[src/rtl/sf_pkg.sv]
`timescale 1ns/1ps
package sf_pkg;
  localparam int SLOTS    = 32;
  localparam int HALVES   = 2 * SLOTS;
  localparam int HB_W     = $clog2(HALVES);
  localparam int PRE_HB   = 8;             // preamble half-bits
  localparam int AUX_LO   = 4;             // first coded slot
  localparam int DATA_W   = 24;            // slots 4..27
  localparam int SLOT_V   = AUX_LO + DATA_W;

  typedef enum logic [1:0] {
    PRE_BLK  = 2'd0,
    PRE_LEFT = 2'd1,
    PRE_RGT  = 2'd2,
    PRE_ALT  = 2'd3
  } pre_e;

  // MSB is transmitted first; assumes line was low beforehand
  function automatic logic [PRE_HB-1:0] pre_pattern(input logic [1:0] sel);
    case (sel)
      PRE_BLK: pre_pattern = 8'b1110_1000;
      PRE_RGT: pre_pattern = 8'b1110_0100;
      default: pre_pattern = 8'b1110_0010;
    endcase
  endfunction
endpackage

[src/rtl/sf_frame_pack.sv]
`timescale 1ns/1ps
module sf_frame_pack
  import sf_pkg::*;
(
  input  logic [DATA_W-1:0] data_i,
  input  logic              valid_i,
  input  logic              user_i,
  input  logic              chstat_i,
  output logic [SLOTS-1:0]  word_o
);
  logic par;

  // even parity over slots 4..31
  assign par    = ^{data_i, valid_i, user_i, chstat_i};
  assign word_o = {par, chstat_i, user_i, valid_i, data_i, {AUX_LO{1'b0}}};
endmodule

[src/rtl/sf_slot_timer.sv]
`timescale 1ns/1ps
module sf_slot_timer
  import sf_pkg::*;
(
  input  logic            clk_i,
  input  logic            rst_ni,
  output logic [HB_W-1:0] nxt_hb_o,
  output logic            load_o,
  output logic            en_o,
  output logic            done_o
);
  localparam logic [HB_W-1:0] LAST = HB_W'(HALVES - 1);

  logic [HB_W-1:0] hb_q;
  logic            en_q;

  assign load_o   = (hb_q == LAST);
  assign nxt_hb_o = load_o ? '0 : hb_q + HB_W'(1);
  assign en_o     = en_q;
  assign done_o   = en_q && load_o;

  // reset to LAST so the first edge loads sub-frame 0
  always_ff @(posedge clk_i or negedge rst_ni) begin
    if (!rst_ni) begin
      hb_q <= LAST;
      en_q <= 1'b0;
    end else begin
      hb_q <= nxt_hb_o;
      en_q <= 1'b1;
    end
  end

  p_wrap_r3: assert property (@(posedge clk_i) disable iff (!rst_ni)
    (hb_q == LAST) |=> (hb_q == '0));

  p_done_single_r3: assert property (@(posedge clk_i) disable iff (!rst_ni)
    done_o |=> !done_o);
endmodule

[src/rtl/sf_line_coder.sv]
`timescale 1ns/1ps
module sf_line_coder
  import sf_pkg::*;
(
  input  logic            clk_i,
  input  logic            rst_ni,
  input  logic            load_i,
  input  logic [HB_W-1:0] nxt_hb_i,
  input  logic [SLOTS-1:0] word_i,
  input  logic [1:0]      pre_i,
  output logic            line_o
);
  logic [SLOTS-1:0]  word_q, cur_word;
  logic [1:0]        pre_q, cur_pre;
  logic              pol_q, cur_pol;
  logic              line_q, line_d;
  logic [PRE_HB-1:0] pat;

  assign cur_word = load_i ? word_i : word_q;
  assign cur_pre  = load_i ? pre_i  : pre_q;
  assign cur_pol  = load_i ? line_q : pol_q;
  assign pat      = pre_pattern(cur_pre);

  always_comb begin
    if (nxt_hb_i < HB_W'(PRE_HB))
      line_d = pat[3'd7 - nxt_hb_i[2:0]] ^ cur_pol;
    else if (!nxt_hb_i[0])
      line_d = ~line_q;                                   // cell boundary
    else
      line_d = cur_word[nxt_hb_i[HB_W-1:1]] ? ~line_q : line_q;
  end

  always_ff @(posedge clk_i or negedge rst_ni) begin
    if (!rst_ni) begin
      word_q <= '0;
      pre_q  <= '0;
      pol_q  <= 1'b0;
      line_q <= 1'b0;
    end else begin
      line_q <= line_d;
      if (load_i) begin
        word_q <= word_i;
        pre_q  <= pre_i;
        pol_q  <= line_q;
      end
    end
  end

  assign line_o = line_q;

  p_cell_edge_r8: assert property (@(posedge clk_i) disable iff (!rst_ni)
    (nxt_hb_i >= HB_W'(PRE_HB) && !nxt_hb_i[0]) |=> (line_q != $past(line_q)));

  p_pre_hold_r4: assert property (@(posedge clk_i) disable iff (!rst_ni)
    (nxt_hb_i == HB_W'(1) || nxt_hb_i == HB_W'(2)) |=> (line_q == $past(line_q)));

  p_even_par_r7: assert property (@(posedge clk_i) disable iff (!rst_ni)
    load_i |=> (^word_q[SLOTS-1:AUX_LO] == 1'b0));
endmodule

[src/rtl/sf_bmc_encoder.sv]
`timescale 1ns/1ps
module sf_bmc_encoder
  import sf_pkg::*;
(
  input  logic              clk_i,
  input  logic              rst_ni,
  input  logic [DATA_W-1:0] data_i,
  input  logic              valid_i,
  input  logic              user_i,
  input  logic              chstat_i,
  input  logic [1:0]        pre_sel_i,
  output logic              txp_o,
  output logic              txn_o,
  output logic              done_o
);
  logic [SLOTS-1:0] word;
  logic [HB_W-1:0]  nxt_hb;
  logic             load, en, line;

  sf_frame_pack u_pack (
    .data_i   (data_i),
    .valid_i  (valid_i),
    .user_i   (user_i),
    .chstat_i (chstat_i),
    .word_o   (word)
  );

  sf_slot_timer u_timer (
    .clk_i    (clk_i),
    .rst_ni   (rst_ni),
    .nxt_hb_o (nxt_hb),
    .load_o   (load),
    .en_o     (en),
    .done_o   (done_o)
  );

  sf_line_coder u_coder (
    .clk_i    (clk_i),
    .rst_ni   (rst_ni),
    .load_i   (load),
    .nxt_hb_i (nxt_hb),
    .word_i   (word),
    .pre_i    (pre_sel_i),
    .line_o   (line)
  );

  // both legs grounded until the first edge after reset
  assign txp_o = en & line;
  assign txn_o = en & ~line;

  p_pair_r2: assert property (@(posedge clk_i) disable iff (!rst_ni)
    rst_ni |=> (txp_o != txn_o));
endmodule

[config.mk]
export PLATFORM = sky130hd
export DESIGN_NAME = sf_bmc_encoder
export DESIGN_NICKNAME = d
export VERILOG_FILES = /design/src/rtl/sf_pkg.sv /design/src/rtl/sf_frame_pack.sv /design/src/rtl/sf_slot_timer.sv /design/src/rtl/sf_line_coder.sv /design/src/rtl/sf_bmc_encoder.sv
export SDC_FILE = /design/constraint.sdc
export NUM_CORES = 1
export LEC_CHECK = 0
export BUFFER_PORTS_ARGS = -buffer_cell sky130_fd_sc_hd__buf_2
export CAP_MARGIN = 20
export CELL_PAD_IN_SITES_DETAIL_PLACEMENT = 0
export CELL_PAD_IN_SITES_GLOBAL_PLACEMENT = 1
export CORE_AREA = 8 8 90 92
export DETAILED_ROUTE_END_ITERATION = 6
export DIE_AREA = 0 0 98 100
export PLACE_DENSITY = 0.62
export SLEW_MARGIN = 25
export SYNTH_ARGS = -nofsm -noshare
export SYNTH_HDL_FRONTEND = slang
export SYNTH_SLANG_ARGS = --single-unit
[constraint.sdc]
create_clock -name clk_i -period 4.25 [get_ports clk_i]
set_clock_uncertainty 0.15 [all_clocks]
set_input_delay 0.425 -clock clk_i [delete_from_list [all_inputs] [get_ports clk_i]]
set_output_delay 0.425 -clock clk_i [all_outputs]
set_load 0.02 [all_outputs]
==> flow_summary_export.csv, run 1 <==
group,metric,value,unit
sta,fin_hold_viols,0,
worst_setup_path,timing.critical_path.to_type,"flop",
worst_setup_path,cp_data_required_time,4290,ps
power_and_ir_drop,ir_drop,117,uV
drt,final_antenna_net_count,0,
global_routing,grt_pass1_vias,1947,
finish,fin_nets,334,
hold_path,holdPathStages,3,
worst_setup_path,critPathKind,"flop to flop",
placement,dp_hpwl,4290,um
clock_tree,worst_skew_pair.late_latency,290,ps
hold_path,worst_min_path_class,"primary input to flop",
worst_setup_path,crit_fanout,18,
synth,synth.largest_area_cell,"dfrtp_1",
synth,synth_enable_flop_cells,0,
worst_setup_path,worstSetupStartpointType,"flop",
sta,finalSetupViolCount,0,
synth,postSynth.topFlopCell,"dfrtp_1",
finish,stdcell_count,382,
placement,globalplace.congestion,0.807,
die,floorplan.rows,30,
sta,timing_max_transition_violations_final,0,
drt,vias,1892,
hold_path,whs_endpoint,"u_coder.word_q[18]",
power_and_ir_drop,cellPowerDensity,280,nW/um2
synth,ys_async_sr_fraction,1.00,
worst_setup_path,worstPathArrival,3470,ps
synth,synth_nets,302,
finish,util_after_layout,0.398,
synth,number_of_library_cell_types_mapped_by_synthesis,45,
placement,place.port_buffers,33,
hold_path,hold_start,"data_i[14]",
global_routing,largest_net_degree_at_the_start_of_global_routing,40,
worst_setup_path,crit_slowest_cell,"dfstp_2",
die,design.portCount,34,
global_routing,grt_pass1_wl,9980,um
clock_tree,cts.clk_slew.worst_paths,70,ps
finish,filler_cell_count,710,
finish,leading_cell_types_in_the_layout_fill_and_taps_excluded,"nand2_1 (97), buf_2 (33), dfrtp_1 (33)",
sta,fmax,291,MHz
synth,synth.ff_latch_count,39,
finish,most_common_cell_after_layout_fill_and_taps_aside,"nand2_1",
synth,synth_top_area_frac,0.362,
die,floorplan.die.width,98,um
clock_tree,clock_tree.root_cell,"clkbuf_8",
sta,final_worst_path_cycle_share,0.809,
finish,number_of_antenna_diodes,0,
die,die_height,100,um
clock_tree,cts_tree,"done",
worst_setup_path,reg2reg_slack,810,ps
synth,postSynthAreaPerCell,8.49,um2
global_routing,track_usage,0.127,
worst_setup_path,r2r-start,"u_timer.hb_q[0]",
sta,setup_total_negative_slack,0,ps
clock_tree,cts_htree_levels,2,
power_and_ir_drop,static-leakage-power,1.12,nW
drt,route.detailed.wl_per_inst,15.4,um
drt,detailedRoute.firstPassIterationCount,4,
worst_setup_path,critPathMaxStageDelay,640,ps
synth,syn-cell-area,2280,um2
worst_setup_path,ordered_list_of_cells_on_the_worst_path,"ha_1, and2_1, nand2_1, buf_4, a31oi_1, a22oi_1, xor2_1, or4_1, o211a_1",
synth,ys.warnings.count,0,
die,coreArea,6640,um2
drt,drt_first_iter_violations,77,
sta,tightest_slew,969,ps
finish,area_growth,15.7,%
status,status,"finished clean",
die,floorplan.die_area,9800,um2
synth,synthTopCellsByArea,"dfrtp_1 (36%), nand2_1 (16%), xnor2_1 (8.8%)",
synth,syn-instance-count,269,
clock_tree,cts_inserted_buffers,5,
global_routing,grt-ovfl-total,0,
clock_tree,max-clock-path-buffers,2,
drt,viasPerCell,4.95,
clock_tree,sink_count_of_the_clock_tree,39,
drt,routed_wirelength,5890,um
placement,dp.cells,372,
finish,layout-drive-gt1-share,0.192,
drt,drc_errors,0,
worst_setup_path,regToRegEndpoint,"u_coder.line_o",
die,starting_density_of_the_core,0.344,
sta,grt_setup_unrepaired,"false",
sta,period_minus_slack,3440,ps
finish,area.sequential,983,um2
sta,timing.slew.headroom,0.351,
global_routing,number_of_antenna_violations_at_the_first_check_in_global_routing,0,
synth,seq_area_frac_synth,0.431,
sta,worst_hold_slack,194,ps
finish,multiInputGateArea,1220,um2
run,max_cap_viol_count,0,
worst_setup_path,rr_worst_depth,9,
area by class of cell:
type                       count  share of cell area
inverter                       5             0.00805
tap                           80              0.0379
multi-input combinational    212               0.462
clock inverter                 1             0.00189
sequential                    39               0.372
timing repair buffer          38              0.0852
clock buffer                   7              0.0327
worst max-delay path by stage:
stage               slack (ps)       startpoint  cells past startpoint              to
floorplan                 1470  u_timer.hb_q[0]                     11  u_coder.line_o
global placement           920  u_timer.hb_q[0]                      9  u_coder.line_o
detailed placement         860  u_timer.hb_q[0]                      8  u_coder.line_o
CTS                        840  u_timer.hb_q[0]                      8  u_coder.line_o
global route               510  u_timer.hb_q[0]                      8  u_coder.line_o
finish                     810  u_timer.hb_q[0]                      9  u_coder.line_o
cell usage after synthesis, types with 3 or more instances:
cell type	number
xor2_1	5
o21ai_0	14
mux2i_1	6
nand2_1	97
inv_1	4
a31oi_1	3
nor2_1	6
nor3_1	5
dfrtp_1	33
buf_2	4
and2_1	3
nand3_1	9
clkbuf_1	7
a311oi_1	3
dfstp_2	6
and3_1	3
xnor2_1	23
sequential cells by signal (all words and copies together), names as in the netlist:
register        flops
u_coder.line_o      1
u_coder.word_q     28
u_timer.en_o        1
u_coder.pol_q       1
u_coder.pre_q       2
u_timer.hb_q        6
power by group:
| group | internal [mW] | total (mW) | leakage [nW] | switching (mW) |
|---|---|---|---|---|
| Sequential | 0.373 | 0.374 | 0.365 | 0.00128 |
| Combinational | 0.0542 | 0.106 | 0.710 | 0.0519 |
| Clock | 0.131 | 0.261 | 0.0482 | 0.130 |
| Total | 0.558 | 0.741 | 1.12 | 0.183 |
metrics by stage:
stage | area, um2 | setup slack, ps | total power [mW]
6_report | 2640 | 811 | 0.741
2_1_floorplan | 2280 | 1470 | 0.444
4_1_cts | 2610 | 836 | 0.749
3_5_place_dp | 2510 | 865 | 0.486
5_1_grt | 2640 | 513 | 0.776
3_3_place_gp | 2510 | 921 | 0.485
kinds of logic (layout without fill, tap and decap cells):
logic type	Yosys count	in the layout	synth area share
compound gates	37	37	0.116
xor+xnor	30	30	0.122
fa+ha+maj	2	2	0.0110
buf+inv	18	51	0.0345
flops	39	39	0.431
mux	8	8	0.0362
other cells	1	1	0.00164
simple gates	134	134	0.249
repair_timing:
item                                    4_1_cts  5_1_grt
setup buffers                                 0        0
hold buffers                                  0        1
endpoints found under the hold margin         0       20
resized for setup                             0        0
endpoints found under the setup margin        0        0
routing by layer:
layer | GRT usage | wire length (um) | vias up
met4 | 0.0420 | 97 | 0
met1 | 0.170 | 2960 | 891
met5 | 0 | 0 | -
met3 | 0.0263 | 209 | 7
met2 | 0.199 | 2630 | 37
li1 | - | - | 957
critical path, delay by kind of cell, from the launching register on:
kind            cells  cell delay (ps)
fa+ha+maj           1              330
compound gates      3              430
simple gates        3             1230
flops               1              640
xor+xnor            1              180
buf+inv             1              360
Power figures use the tool's default switching activity.
==> inputs of run 2 (changes only) <==
Settings changed: PLACE_DENSITY 0.62 to 0.65.
Clock period 4.25 ns to 2.88 ns, I/O delays scaled along.
==> flow_summary_export.csv, run 2 (synthesis gave the netlist of run 1 again) <==
group,metric,value,unit
status,status,"finished, violations left",
sta,timing.slew.headroom,0.415,
worst_setup_path,crit_slowest_cell,"dfstp_2",
die,floorplan.die.width,98,um
drt,final_antenna_net_count,0,
worst_setup_path,cpLargestDelayFamily,"flip-flops",
drt,drt_first_iter_violations,103,
worst_setup_path,critPathMaxStageDelay,560,ps
global_routing,number_of_antenna_violations_at_the_first_check_in_global_routing,0,
clock_tree,max-clock-path-buffers,2,
worst_setup_path,reg2reg_slack,180,ps
finish,layout-drive-gt1-share,0.241,
sta,tightest_slew,877,ps
finish,layout_top_registers,"u_coder.word_q: 28 flops, u_timer.hb_q: 6 flops, u_coder.pre_q: 2 flops",
sta,final_worst_path_cycle_share,0.939,
drt,vias,1960,
hold_path,worst_min_path_class,"primary input to asynchronous set/reset pin",
drt,viasPerCell,4.96,
finish,leading_cell_types_in_the_layout_fill_and_taps_excluded,"nand2_1 (96), buf_2 (33), dfrtp_1 (33)",
global_routing,grt-ovfl-total,0,
worst_setup_path,worstPathArrival,2740,ps
power_and_ir_drop,cellPowerDensity,384,nW/um2
clock_tree,sink_count_of_the_clock_tree,39,
die,coreArea,6640,um2
die,die_height,100,um
global_routing,grt_pass1_vias,2033,
placement,placement.cell_area,2630,um2
clock_tree,clock_tree.root_cell,"clkbuf_8",
drt,detailedRoute.firstPassIterationCount,4,
sta,worst_hold_slack,-43.0,ps
run,max_cap_viol_count,0,
die,starting_density_of_the_core,0.344,
worst_setup_path,regToRegEndpoint,"u_coder.line_o",
clock_tree,cts_tree,"done",
worst_setup_path,cp_num_buf_inv,2,
worst_setup_path,critPathKind,"flop to flop",
sta,fmax,370,MHz
finish,max_flop_register,"u_coder.word_q",
worst_setup_path,timing.critical_path.to_type,"flop",
clock_tree,cts_htree_levels,2,
drt,drc_errors,0,
finish,number_of_antenna_diodes,0,
drt,route.detailed.wl_per_inst,16.0,um
sta,finalSetupViolCount,0,
clock_tree,hold_buffers,0,
global_routing,track_usage,0.137,
die,floorplan.rows,30,
drt,routed_wirelength,6310,um
placement,dp_hpwl,4690,um
worst_setup_path,cp_data_required_time,2910,ps
power_and_ir_drop,static-leakage-power,1.18,nW
worst_setup_path,crit_fanout,9,
global_routing,grt_pass1_wl,10700,um
sta,period_minus_slack,2700,ps
sta,fin_hold_viols,33,
placement,globalplace.congestion,0.886,
placement,place.port_buffers,33,
worst_setup_path,worstSetupStartpointType,"flop",
sta,timing_max_transition_violations_final,0,
status,violations,"negative hold slack",
finish,fin_nets,347,
worst_setup_path,r2r-start,"u_timer.hb_q[0]",
worst_setup_path,ordered_list_of_cells_on_the_worst_path,"buf_4, inv_1, ha_4, mux2_2, a31oi_1, a22oi_1, xor2_1, or4_1, o211a_1",
worst_setup_path,rr_worst_depth,9,
finish,largest_register_ff_count,28,
clock_tree,cts_inserted_buffers,5,
clock_tree,worst_skew_pair.late_latency,290,ps
die,design.portCount,34,
finish,design_area,2760,um2
die,floorplan.die_area,9800,um2
finish,area_growth,21.0,%
clock_tree,cts.clk_slew.worst_paths,80,ps
finish,filler_cell_count,694,
sta,setup_total_negative_slack,0,ps
power_and_ir_drop,ir_drop,223,uV
finish,most_common_cell_after_layout_fill_and_taps_aside,"nand2_1",
global_routing,largest_net_degree_at_the_start_of_global_routing,40,
==> run 2: area by class of cell <==
type,instances,area [um2],area share
tap,80,100,0.0362
sequential,39,983,0.356
clock inverter,1,5.00,0.00181
timing repair buffer,51,304,0.110
multi-input combinational,212,1270,0.461
clock buffer,7,76.3,0.0276
inverter,5,21.3,0.00770
==> run 2: what timing repair did <==
action / 4_1_cts / 5_1_grt
hold endpoints to repair: 0 / 0
gates resized for setup: 0 / 10
buffers inserted: 0 / 0
setup endpoints to repair: 0 / 1
==> run 2: report_power, final <==
group	internal [mW]	leakage, nW	switching [mW]
registers	0.550	0.365	0.00145
clock network	0.170	0.0422	0.192
logic	0.0753	0.767	0.0728
total	0.795	1.18	0.266
==> run 2: worst max path at each step <==
stage	from	end	slack [ps]	cells past startpoint
5_1_grt	u_timer.hb_q[0]	u_coder.line_o	-6	9
6_report	u_timer.hb_q[0]	u_coder.line_o	180	9
3_5_place_dp	u_timer.hb_q[1]	u_coder.line_o	60	9
2_1_floorplan	u_timer.hb_q[0]	u_coder.line_o	100	11
3_3_place_gp	u_timer.hb_q[0]	u_coder.line_o	80	10
4_1_cts	u_timer.hb_q[1]	u_coder.line_o	20	9
==> run 2: through the flow <==
step | total power, mW | hold WS, ps | worst slack [ps] | instances | util
after floorplan | 0.655 | -158 | 104 | 269 | -
after global placement | 0.714 | 309 | 82.7 | 387 | 0.395
after detailed placement | 0.713 | 316 | 55.3 | 387 | 0.395
after CTS | 1.08 | 6.19 | 17.0 | 395 | 0.408
after global routing | 1.12 | 28.5 | -6.47 | 395 | 0.416
final | 1.06 | -43.0 | 175 | 395 | 0.416
==> run 2: routing by layer <==
metal	track usage	share of wire	vias up
li1	-	-	992
met1	0.181	0.49	922
met2	0.213	0.46	39
met3	0.0318	0.041	7
met4	0.0492	0.016	0
met5	0	0	-
